## config.mk

```make
export PLATFORM = sky130hd
export DESIGN_NAME = xlat_cache
export DESIGN_NICKNAME = d
export VERILOG_FILES = /design/src/rtl/xlat_cache_pkg.sv /design/src/rtl/xlat_cache_regs.sv /design/src/rtl/xlat_cache_flush.sv /design/src/rtl/xlat_cache_array.sv /design/src/rtl/xlat_cache.sv
export SDC_FILE = /design/constraint.sdc
export NUM_CORES = 1
export LEC_CHECK = 0
export BUFFER_PORTS_ARGS = -buffer_cell sky130_fd_sc_hd__clkbuf_2
export CAP_MARGIN = 20
export CORE_MARGIN = 2
export CORE_UTILIZATION = 42
export CTS_CLUSTER_SIZE = 12
export DETAILED_ROUTE_END_ITERATION = 6
export PLACE_DENSITY = 0.61
export SYNTH_ARGS = -nofsm -noshare
export SYNTH_HDL_FRONTEND = slang
export SYNTH_HIERARCHICAL = 1
export SYNTH_SLANG_ARGS = --single-unit
```

## constraint.sdc

```tcl
create_clock -name clk_i -period 4.2 [get_ports clk_i]
set_clock_uncertainty 0.15 [all_clocks]
set_input_delay 0.21 -clock clk_i [delete_from_list [all_inputs] [get_ports clk_i]]
set_output_delay 0.21 -clock clk_i [all_outputs]
set_load 0.03 [all_outputs]
```

## src/rtl/xlat_cache_pkg.sv

```systemverilog
`timescale 1ns/1ps
package xlat_cache_pkg;
  localparam int unsigned OP_OFS    = 32'h20;
  localparam int unsigned MASK_OFS  = 32'h34;
  localparam int unsigned FLUSH_BIT = 20;
  localparam int unsigned BUSY_BIT  = 2;
  localparam int unsigned REG_W     = 32;
endpackage

```

## src/rtl/xlat_cache_regs.sv

```systemverilog
`timescale 1ns/1ps
module xlat_cache_regs
  import xlat_cache_pkg::*;
#(
  parameter int unsigned NUM_STREAMS = 16,
  parameter int unsigned ADDR_W      = 8
) (
  input  logic                   clk_i,
  input  logic                   rst_ni,
  input  logic                   reg_we_i,
  input  logic [ADDR_W-1:0]      reg_addr_i,
  input  logic [REG_W-1:0]       reg_wdata_i,
  output logic [REG_W-1:0]       reg_rdata_o,
  input  logic                   busy_i,
  output logic [NUM_STREAMS-1:0] mask_o,
  output logic                   start_o
);
  logic [NUM_STREAMS-1:0] mask_q;
  logic                   op_sel, mask_sel;
  logic                   unused_wdata;

  assign op_sel       = (reg_addr_i == ADDR_W'(OP_OFS));
  assign mask_sel     = (reg_addr_i == ADDR_W'(MASK_OFS));
  assign unused_wdata = ^reg_wdata_i;

  // flush request only accepted while idle
  assign start_o = reg_we_i && op_sel && reg_wdata_i[FLUSH_BIT] && !busy_i;

  always_ff @(posedge clk_i or negedge rst_ni) begin
    if (!rst_ni)                   mask_q <= '0;
    else if (reg_we_i && mask_sel) mask_q <= reg_wdata_i[NUM_STREAMS-1:0];
  end

  always_comb begin
    reg_rdata_o = '0;
    if (op_sel)        reg_rdata_o[BUSY_BIT] = busy_i;
    else if (mask_sel) reg_rdata_o[NUM_STREAMS-1:0] = mask_q;
  end

  assign mask_o = mask_q;
endmodule

```

## src/rtl/xlat_cache_flush.sv

```systemverilog
`timescale 1ns/1ps
module xlat_cache_flush #(
  parameter int unsigned NUM_ENTRIES = 8,
  parameter int unsigned NUM_STREAMS = 16,
  localparam int unsigned IDX_W      = $clog2(NUM_ENTRIES)
) (
  input  logic                   clk_i,
  input  logic                   rst_ni,
  input  logic                   start_i,
  input  logic [NUM_STREAMS-1:0] mask_i,
  output logic                   busy_o,
  output logic                   clr_en_o,
  output logic [IDX_W-1:0]       clr_idx_o,
  output logic [NUM_STREAMS-1:0] clr_mask_o
);
  logic                   busy_q;
  logic [IDX_W-1:0]       idx_q;
  logic [NUM_STREAMS-1:0] mask_q;
  logic                   last;

  assign last = (idx_q == IDX_W'(NUM_ENTRIES - 1));

  always_ff @(posedge clk_i or negedge rst_ni) begin
    if (!rst_ni) begin
      busy_q <= 1'b0;
      idx_q  <= '0;
      mask_q <= '0;
    end else if (start_i) begin
      busy_q <= 1'b1;
      idx_q  <= '0;
      mask_q <= mask_i;  // selection frozen for the whole walk
    end else if (busy_q) begin
      if (last) begin
        busy_q <= 1'b0;
        idx_q  <= '0;
      end else begin
        idx_q  <= idx_q + 1'b1;
      end
    end
  end

  assign busy_o     = busy_q;
  assign clr_en_o   = busy_q;
  assign clr_idx_o  = idx_q;
  assign clr_mask_o = mask_q;
endmodule

```

## src/rtl/xlat_cache_array.sv

```systemverilog
`timescale 1ns/1ps
module xlat_cache_array #(
  parameter int unsigned NUM_ENTRIES = 8,
  parameter int unsigned NUM_STREAMS = 16,
  parameter int unsigned VPN_W       = 20,
  parameter int unsigned PPN_W       = 24,
  localparam int unsigned SID_W      = $clog2(NUM_STREAMS),
  localparam int unsigned IDX_W      = $clog2(NUM_ENTRIES)
) (
  input  logic                   clk_i,
  input  logic                   rst_ni,
  input  logic                   blocked_i,
  input  logic                   lkp_valid_i,
  input  logic [SID_W-1:0]       lkp_sid_i,
  input  logic [VPN_W-1:0]       lkp_vpn_i,
  output logic                   lkp_hit_o,
  output logic [PPN_W-1:0]       lkp_ppn_o,
  input  logic                   fill_valid_i,
  input  logic [SID_W-1:0]       fill_sid_i,
  input  logic [VPN_W-1:0]       fill_vpn_i,
  input  logic [PPN_W-1:0]       fill_ppn_i,
  input  logic                   clr_en_i,
  input  logic [IDX_W-1:0]       clr_idx_i,
  input  logic [NUM_STREAMS-1:0] clr_mask_i,
  output logic [NUM_ENTRIES-1:0] valid_o
);
  logic [NUM_ENTRIES-1:0] valid_q;
  logic [SID_W-1:0]       sid_q [NUM_ENTRIES];
  logic [VPN_W-1:0]       vpn_q [NUM_ENTRIES];
  logic [PPN_W-1:0]       ppn_q [NUM_ENTRIES];
  logic [NUM_ENTRIES-1:0] lkp_match, fill_match;
  logic [IDX_W-1:0]       rr_q;
  logic                   fill_en, fill_hit;

  assign fill_en  = fill_valid_i && !blocked_i;
  assign fill_hit = |fill_match;

  for (genvar i = 0; i < NUM_ENTRIES; i++) begin : g_ent
    logic sel_fill, sel_clr;

    assign lkp_match[i]  = valid_q[i] && (sid_q[i] == lkp_sid_i) && (vpn_q[i] == lkp_vpn_i);
    assign fill_match[i] = valid_q[i] && (sid_q[i] == fill_sid_i) && (vpn_q[i] == fill_vpn_i);
    assign sel_fill = fill_en && (fill_hit ? fill_match[i] : (rr_q == IDX_W'(i)));
    assign sel_clr  = clr_en_i && (clr_idx_i == IDX_W'(i)) && clr_mask_i[sid_q[i]];

    always_ff @(posedge clk_i or negedge rst_ni) begin
      if (!rst_ni) begin
        valid_q[i] <= 1'b0;
        sid_q[i]   <= '0;
        vpn_q[i]   <= '0;
        ppn_q[i]   <= '0;
      end else if (sel_clr) begin
        valid_q[i] <= 1'b0;
      end else if (sel_fill) begin
        valid_q[i] <= 1'b1;
        sid_q[i]   <= fill_sid_i;
        vpn_q[i]   <= fill_vpn_i;
        ppn_q[i]   <= fill_ppn_i;
      end
    end
  end

  always_ff @(posedge clk_i or negedge rst_ni) begin
    if (!rst_ni) rr_q <= '0;
    else if (fill_en && !fill_hit)
      rr_q <= (rr_q == IDX_W'(NUM_ENTRIES - 1)) ? '0 : rr_q + 1'b1;
  end

  // tags are unique, so an OR of the gated pages is a one-hot mux
  always_comb begin
    lkp_ppn_o = '0;
    for (int i = 0; i < NUM_ENTRIES; i++)
      if (lkp_match[i]) lkp_ppn_o = lkp_ppn_o | ppn_q[i];
    lkp_hit_o = lkp_valid_i && !blocked_i && (|lkp_match);
    if (!lkp_hit_o) lkp_ppn_o = '0;
  end

  assign valid_o = valid_q;
endmodule

```

## src/rtl/xlat_cache.sv

```systemverilog
`timescale 1ns/1ps
module xlat_cache
  import xlat_cache_pkg::*;
#(
  parameter int unsigned NUM_ENTRIES = 8,
  parameter int unsigned NUM_STREAMS = 16,
  parameter int unsigned VPN_W       = 20,
  parameter int unsigned PPN_W       = 24,
  parameter int unsigned ADDR_W      = 8,
  localparam int unsigned SID_W      = $clog2(NUM_STREAMS),
  localparam int unsigned IDX_W      = $clog2(NUM_ENTRIES)
) (
  input  logic              clk_i,
  input  logic              rst_ni,
  input  logic              lkp_valid_i,
  input  logic [SID_W-1:0]  lkp_sid_i,
  input  logic [VPN_W-1:0]  lkp_vpn_i,
  output logic              lkp_hit_o,
  output logic [PPN_W-1:0]  lkp_ppn_o,
  input  logic              fill_valid_i,
  input  logic [SID_W-1:0]  fill_sid_i,
  input  logic [VPN_W-1:0]  fill_vpn_i,
  input  logic [PPN_W-1:0]  fill_ppn_i,
  input  logic              reg_we_i,
  input  logic [ADDR_W-1:0] reg_addr_i,
  input  logic [REG_W-1:0]  reg_wdata_i,
  output logic [REG_W-1:0]  reg_rdata_o
);
  logic                   busy, start, clr_en;
  logic [NUM_STREAMS-1:0] sel_mask, clr_mask;
  logic [IDX_W-1:0]       clr_idx;
  logic [NUM_ENTRIES-1:0] valid_vec;

  xlat_cache_regs #(.NUM_STREAMS(NUM_STREAMS), .ADDR_W(ADDR_W)) u_regs (
    .clk_i, .rst_ni, .reg_we_i, .reg_addr_i, .reg_wdata_i, .reg_rdata_o,
    .busy_i(busy), .mask_o(sel_mask), .start_o(start)
  );

  xlat_cache_flush #(.NUM_ENTRIES(NUM_ENTRIES), .NUM_STREAMS(NUM_STREAMS)) u_flush (
    .clk_i, .rst_ni, .start_i(start), .mask_i(sel_mask), .busy_o(busy),
    .clr_en_o(clr_en), .clr_idx_o(clr_idx), .clr_mask_o(clr_mask)
  );

  xlat_cache_array #(
    .NUM_ENTRIES(NUM_ENTRIES), .NUM_STREAMS(NUM_STREAMS), .VPN_W(VPN_W), .PPN_W(PPN_W)
  ) u_array (
    .clk_i, .rst_ni, .blocked_i(busy),
    .lkp_valid_i, .lkp_sid_i, .lkp_vpn_i, .lkp_hit_o, .lkp_ppn_o,
    .fill_valid_i, .fill_sid_i, .fill_vpn_i, .fill_ppn_i,
    .clr_en_i(clr_en), .clr_idx_i(clr_idx), .clr_mask_i(clr_mask), .valid_o(valid_vec)
  );
endmodule

```

Yosys cells after proc, flatten, opt, wreduce, memory -nomap -nowiden. Index checks and enable logic that the tools add are counted.

Memories: 0. Memory bits (writable): 0. Bits in registers: 431. Output and inout port bits: 57. Latch bits: 0. Memory bits (read-only): 0.

Equality and inequality tests: 48. Reductions and logical operators: 87. Shifts and indexed selects: 0. Divide/modulo/power cells: 0. Add/sub/neg operators: 2. Multiplexer cells: 60. $mul: 0. Magnitude comparators: 8. Bitwise gates (word level): 15.

Operators by type and width (number): 20-bit equality test (16); 24-bit two-way mux (9); 24-bit OR (7); 4-bit equality test (16); 1-bit logical AND (64); 4-bit by 5-bit < comparator with 1-bit output, second input constant (8); 1-bit two-way mux (36); 1-bit binary-select mux with 4-bit select (8); 3-bit equality test, second input constant (8); 2-bit nonzero test (9); 8-bit by 6-bit equality test with 1-bit output, second input constant (2); 16-bit two-way mux (1); 2-bit AND reduction (8); 8-bit OR reduction (2); 13-bit two-way mux (1); 3-bit by 2-bit equality test with 1-bit output, second input constant (4); 3-bit two-way mux (4); 1-bit inverter (8); 3-bit by 1-bit adder with 3-bit output, second input constant (2); 3-bit by 1-bit equality test with 1-bit output, second input constant (2); 3-bit logical NOT (2); 1-bit logical NOT (2); 2-bit two-way mux (1).

Longest topological paths before layout.
Depth in word-level cells: 19. Gate-level depth with buffers: 12.

By module. The synthesis kept the hierarchy.

Modules (own cells, without submodules): xlat_cache_array (area an instance 22326.4 µm², cells each 1807, instances 1, sequential area each 9884.5 µm²); xlat_cache_regs (area an instance 949.7 µm², cells each 80, instances 1, sequential area each 400.4 µm²); xlat_cache_flush (area an instance 785.8 µm², cells each 50, instances 1, sequential area each 500.5 µm²).

Least setup slack after synthesis. Ideal clock, no wire load.

Path kind: input to output. Start: in lkp_sid_i[1]. End: out lkp_ppn_o[6]. Slack: 1.134 ns. Stages on the path: 9. Arrival: 2.706 ns. Cell sequence: clkbuf_1 -> xor2_1 -> nor4_1 -> nand3_1 -> nor4_1 -> buf_2 -> buf_2 -> a22oi_1 -> a31oi_1.

Cells in the longest elaborated chain, start to end: 19.

Ends and longest elaborated chain: from (decl) (line xlat_cache.sv:16) `input logic [SID_W-1:0] lkp_sid_i,`; 4-bit equality test (line xlat_cache_array.sv:41) `assign lkp_match[i] = valid_q[i] && (sid_q[i] == lkp_sid_i) && (vpn_q[i] == lkp_vpn_i);`; 1-bit logical AND (2 in series) (line xlat_cache_array.sv:41); 24-bit two-way mux (line xlat_cache_array.sv:73) `if (lkp_match[i]) lkp_ppn_o = lkp_ppn_o | ppn_q[i];`; 24-bit OR (line xlat_cache_array.sv:73); 24-bit two-way mux (line xlat_cache_array.sv:73); 24-bit OR (line xlat_cache_array.sv:73); 24-bit two-way mux (line xlat_cache_array.sv:73); 24-bit OR (line xlat_cache_array.sv:73); (+2 left out); 24-bit two-way mux (line xlat_cache_array.sv:73); 24-bit OR (line xlat_cache_array.sv:73); 24-bit two-way mux (line xlat_cache_array.sv:73); 24-bit OR (line xlat_cache_array.sv:73); 24-bit two-way mux (line xlat_cache_array.sv:73); 24-bit OR (line xlat_cache_array.sv:73); 24-bit two-way mux (line xlat_cache_array.sv:73); 24-bit two-way mux * (line xlat_cache_array.sv:75) `if (!lkp_hit_o) lkp_ppn_o = '0;`; to (decl) (line xlat_cache.sv:19) `output logic [PPN_W-1:0] lkp_ppn_o,`.

Mark *: on every way between the ends. The rest lies on a longest branch, timed or not.

Final worst setup path.
Start: reg u_array/sid_q[6] in the netlist's numbering. End: out lkp_ppn_o[5].

Cells in the longest elaborated chain, start to end: 7.

Ends and longest elaborated chain: from (decl) (line xlat_cache_array.sv:28) `logic [SID_W-1:0] sid_q [NUM_ENTRIES];`; from (signal, indexed assignment) (line xlat_cache_array.sv:56) `sid_q[i] <= fill_sid_i;`; 4-bit equality test * (line xlat_cache_array.sv:41); 1-bit logical AND * (2 in series) (line xlat_cache_array.sv:41); 24-bit two-way mux (line xlat_cache_array.sv:73); 24-bit OR (line xlat_cache_array.sv:73); 24-bit two-way mux (line xlat_cache_array.sv:73); 24-bit two-way mux * (line xlat_cache_array.sv:75).

Marks and branches as above.

==> flow_summary.toml <==
[worst_setup_path]
crit_path_frequent_cell = "sky130_fd_sc_hd__nor4_1"
critical_path.endpoint_type = "primary output"
critical_path.startpoint_type = "flop"
reg2reg_slack_ps = 530
worst_path_arrival_time_ps = 3710
worst_path_class_setup = "flop to primary output"
cp_max_fo = 25
worst_path_max_delay_cell = "sky130_fd_sc_hd__dfrtp_1"
timing.critical_path.required_ps = 3840
critPathMaxStageDelay_ps = 510
critical_path.cell_chain = "xor2_1 > nor4_1 > nand3_1 > nor4_2 > buf_12 > nor4_1 > nand2_1 > nand3b_1 > buf_4 > a31oi_1 > clkbuf_2"

[placed_design]
placed_area_um2 = 25500
hpwl_dp_mm = 50.0
numPlacedInstances = 2744
buffer_ports.inserted = 142
gpl.final_weighted_congestion = 0.908

[synth]
synth_largest_type_area_fraction_pct = 44.8
ys.flop_type = "sky130_fd_sc_hd__dfrtp_1"
synth_enable_flop_cells = 0
syn_area_um2 = 24100
yosys.area.top_type = "sky130_fd_sc_hd__dfrtp_1"
synth_top_cells_by_area = "sky130_fd_sc_hd__dfrtp_1 45%, sky130_fd_sc_hd__mux2_2 15%, sky130_fd_sc_hd__xnor2_1 7.6%"
yosysSeqAreaShare_pct = 44.8
ys_ff_latch = 431
synth_cells = 1937
async_flop_share_pct = 100
synth.lib_cells_used.distinct = 62
post-synth-top-count-cell = "sky130_fd_sc_hd__dfrtp_1"
synth-warning-count = 6
syn-mean-instance-area_um2 = 12.4
synth.top_cells.by_count = "431 x sky130_fd_sc_hd__dfrtp_1, 318 x sky130_fd_sc_hd__mux2_2, 209 x sky130_fd_sc_hd__xnor2_1"

[sta]
report.final.setup_viol = 0
layout_worst_path_cycle_share_pct = 96.9
finalHoldViolations = 0
fin_crit_ps = 4070
slew_violations = 0
worst_pin_slew_ps = 847
fmaxAchievable_ghz = 0.246
rsz_0062_raised_after_global_routing = "no"
summed_negative_setup_slack_over_all_endpoints_ps = 0
slew-limit-headroom_pct = 43.6
timing.hold.ws_ps = 45.9

[route]
routed-wl-met2_mm = 34.9
route.layer.met1.wl_mm = 33.7
totalWireLength_mm = 76.9
postRouteAntennaNets = 0
num_vias = 16927
detail_route.first_pass.iterations = 5
via_per_inst = 5.88
route.top_layer_used = "met5"
drt-wirelength-per-cell_um = 26.7
drc_errors = 0
drt-initial-drc-count = 1543
wl_met3_mm = 5.97

[floorplan]
initial_core_utilization_pct = 42.6
row_count = 87
placeable_core_area_um2 = 56500
ioPinCount = 174
floorplan_die_width_um = 243
dieArea_um2 = 59200
die_h_um = 243

[cts]
clkTransAtPathRegs_ps = 60
cts_root_buffer = "sky130_fd_sc_hd__clkbuf_16"
clk_path_buf_depth = 3
clk-insertion-delay-late_ps = 630
clock-sinks = 431
tritoncts_buffers = 50
cts_tree = "yes"
ctsHtreeMaxLevel = 2

[pwr]
ir_worst_vdd_mv = 0.378
total_power_mw = 18.5
p_per_area_nw_per_um2 = 667
power.static_leakage_nw = 11.5

[final_layout]
finalNetCount = 2208
final_cell_count_no_fill = 2878
design_area_final_um2 = 27700
syn_to_final_growth_pct = 15.0
antenna-diode-count = 0
drive_gt1_share_pct = 32.9
final.fill_count = 5089

[global_route]
grt_max_degree = 97
gr-total-overflow = 0
grt_first_pass_wirelength_mm = 114
grt_antenna_before_repair = 2
grt_usage_pct = 25.9
first_global_vias = 17487

[hold_path]
worstHoldPathType = "input pin to async pin"

[run_status]
status = "finished, final reports clean"

[job]
drv_cap = 0
==> registers in the layout, indices dropped and copies added (netlist names) <==
signal,count
u_array/rr_q,3
u_array/ppn_q,192
u_array/valid_o,8
u_flush/clr_mask_o,16
u_array/sid_q,32
u_regs/mask_o,16
u_array/vpn_q,160
u_flush/busy_o,1
u_flush/clr_idx_o,3
==> through the flow <==
step                worst slack [ps]  utilization, %
global route                    1.49            49.0
detailed placement               425            45.2
CTS                              102            49.0
floorplan                       1130               -
finish                           129            49.0
global placement                 475            45.2
==> logic make-up (layout without fill, tap and decap cells) <==
group,Yosys count,count (layout),synth area share (%)
AO/OA/AOI/OAI,143,143,4.62
XOR/XNOR,390,390,14.2
adder cells (fa/ha/maj),8,8,0.416
buffers and inverters,180,350,4.35
flip-flops,431,431,44.8
multiplexers,463,463,23.8
other,1,16,0.0156
AND/OR/NAND/NOR,321,321,7.79
==> report_power, final <==
group,switching (mW),internal (mW)
Clock,1.87,2.60
Combinational,2.59,3.33
Sequential,2.00,6.09
Total,6.46,12.0
==> layout by cell type, fill, tap and decap left out, drive strengths merged, types with 3 or more instances in the layout <==
cell type	instances
a21oi	4
a221oi	24
a22o	24
a22oi	48
a31oi	26
and2	15
and3	4
buf	67
bufinv	3
clkbuf	214
clkinv	13
conb	16
dfrtp	431
dlygate4sd3	43
ha	8
inv	8
mux2	420
mux2i	7
mux4	36
nand2	50
nand2b	4
nand3	28
nand4	77
nor2	24
nor2b	4
nor3	18
nor3b	3
nor4	67
nor4b	5
o21ai	3
o41ai	3
or3b	4
or4	4
or4b	5
xnor2	209
xor2	181
==> routing by layer <==
metal	GRT usage, %	up-vias
li1	-	7272
met1	36.7	8783
met2	40.4	709
met3	4.34	159
met4	8.21	4
met5	0	-
==> final timing paths <==
check                                                from                               end  cells after the start
hold / removal                                     rst_ni     u_array/vpn_q[35]$_DFFE_PN0P_                      2
setup reg to reg            u_array/sid_q[21]$_DFFE_PN0P_     u_array/vpn_q[79]$_DFFE_PN0P_                      9
setup / recovery             u_array/sid_q[6]$_DFFE_PN0P_                      lkp_ppn_o[5]                     11
min in group clk_i                        reg_wdata_i[20]  u_flush/clr_idx_o[2]$_DFFE_PN0P_                      5
hold reg to reg            u_array/ppn_q[108]$_DFFE_PN0P_    u_array/ppn_q[108]$_DFFE_PN0P_                      1
max in group asynchronous                          rst_ni    u_array/vpn_q[123]$_DFFE_PN0P_                      3
==> what timing repair did <==
action	in CTS	in global routing
hold buffers	43	0
resized for setup	0	3
setup buffers	0	0
setup endpoints to repair	0	2
endpoints found under the hold margin	301	0
==> critical path, delay by kind of cell (launching register included) <==
family	cells	cell delay [ps]
compound gates	1	400
simple gates	6	1120
flops	1	510
xor+xnor	1	200
buf+inv	3	810
==> cell type report <==
type / instances / area [um2] / area share [%]
flip-flops and latches: 431 / 10800 / 39.0
repair buffers: 251 / 1810 / 6.54
clock inverters: 18 / 249 / 0.900
well taps: 756 / 946 / 3.42
inverters: 8 / 30.0 / 0.109
clock buffers: 73 / 1450 / 5.23
multi-input cells: 1341 / 12400 / 44.8
Power figures use the tool's default switching activity.
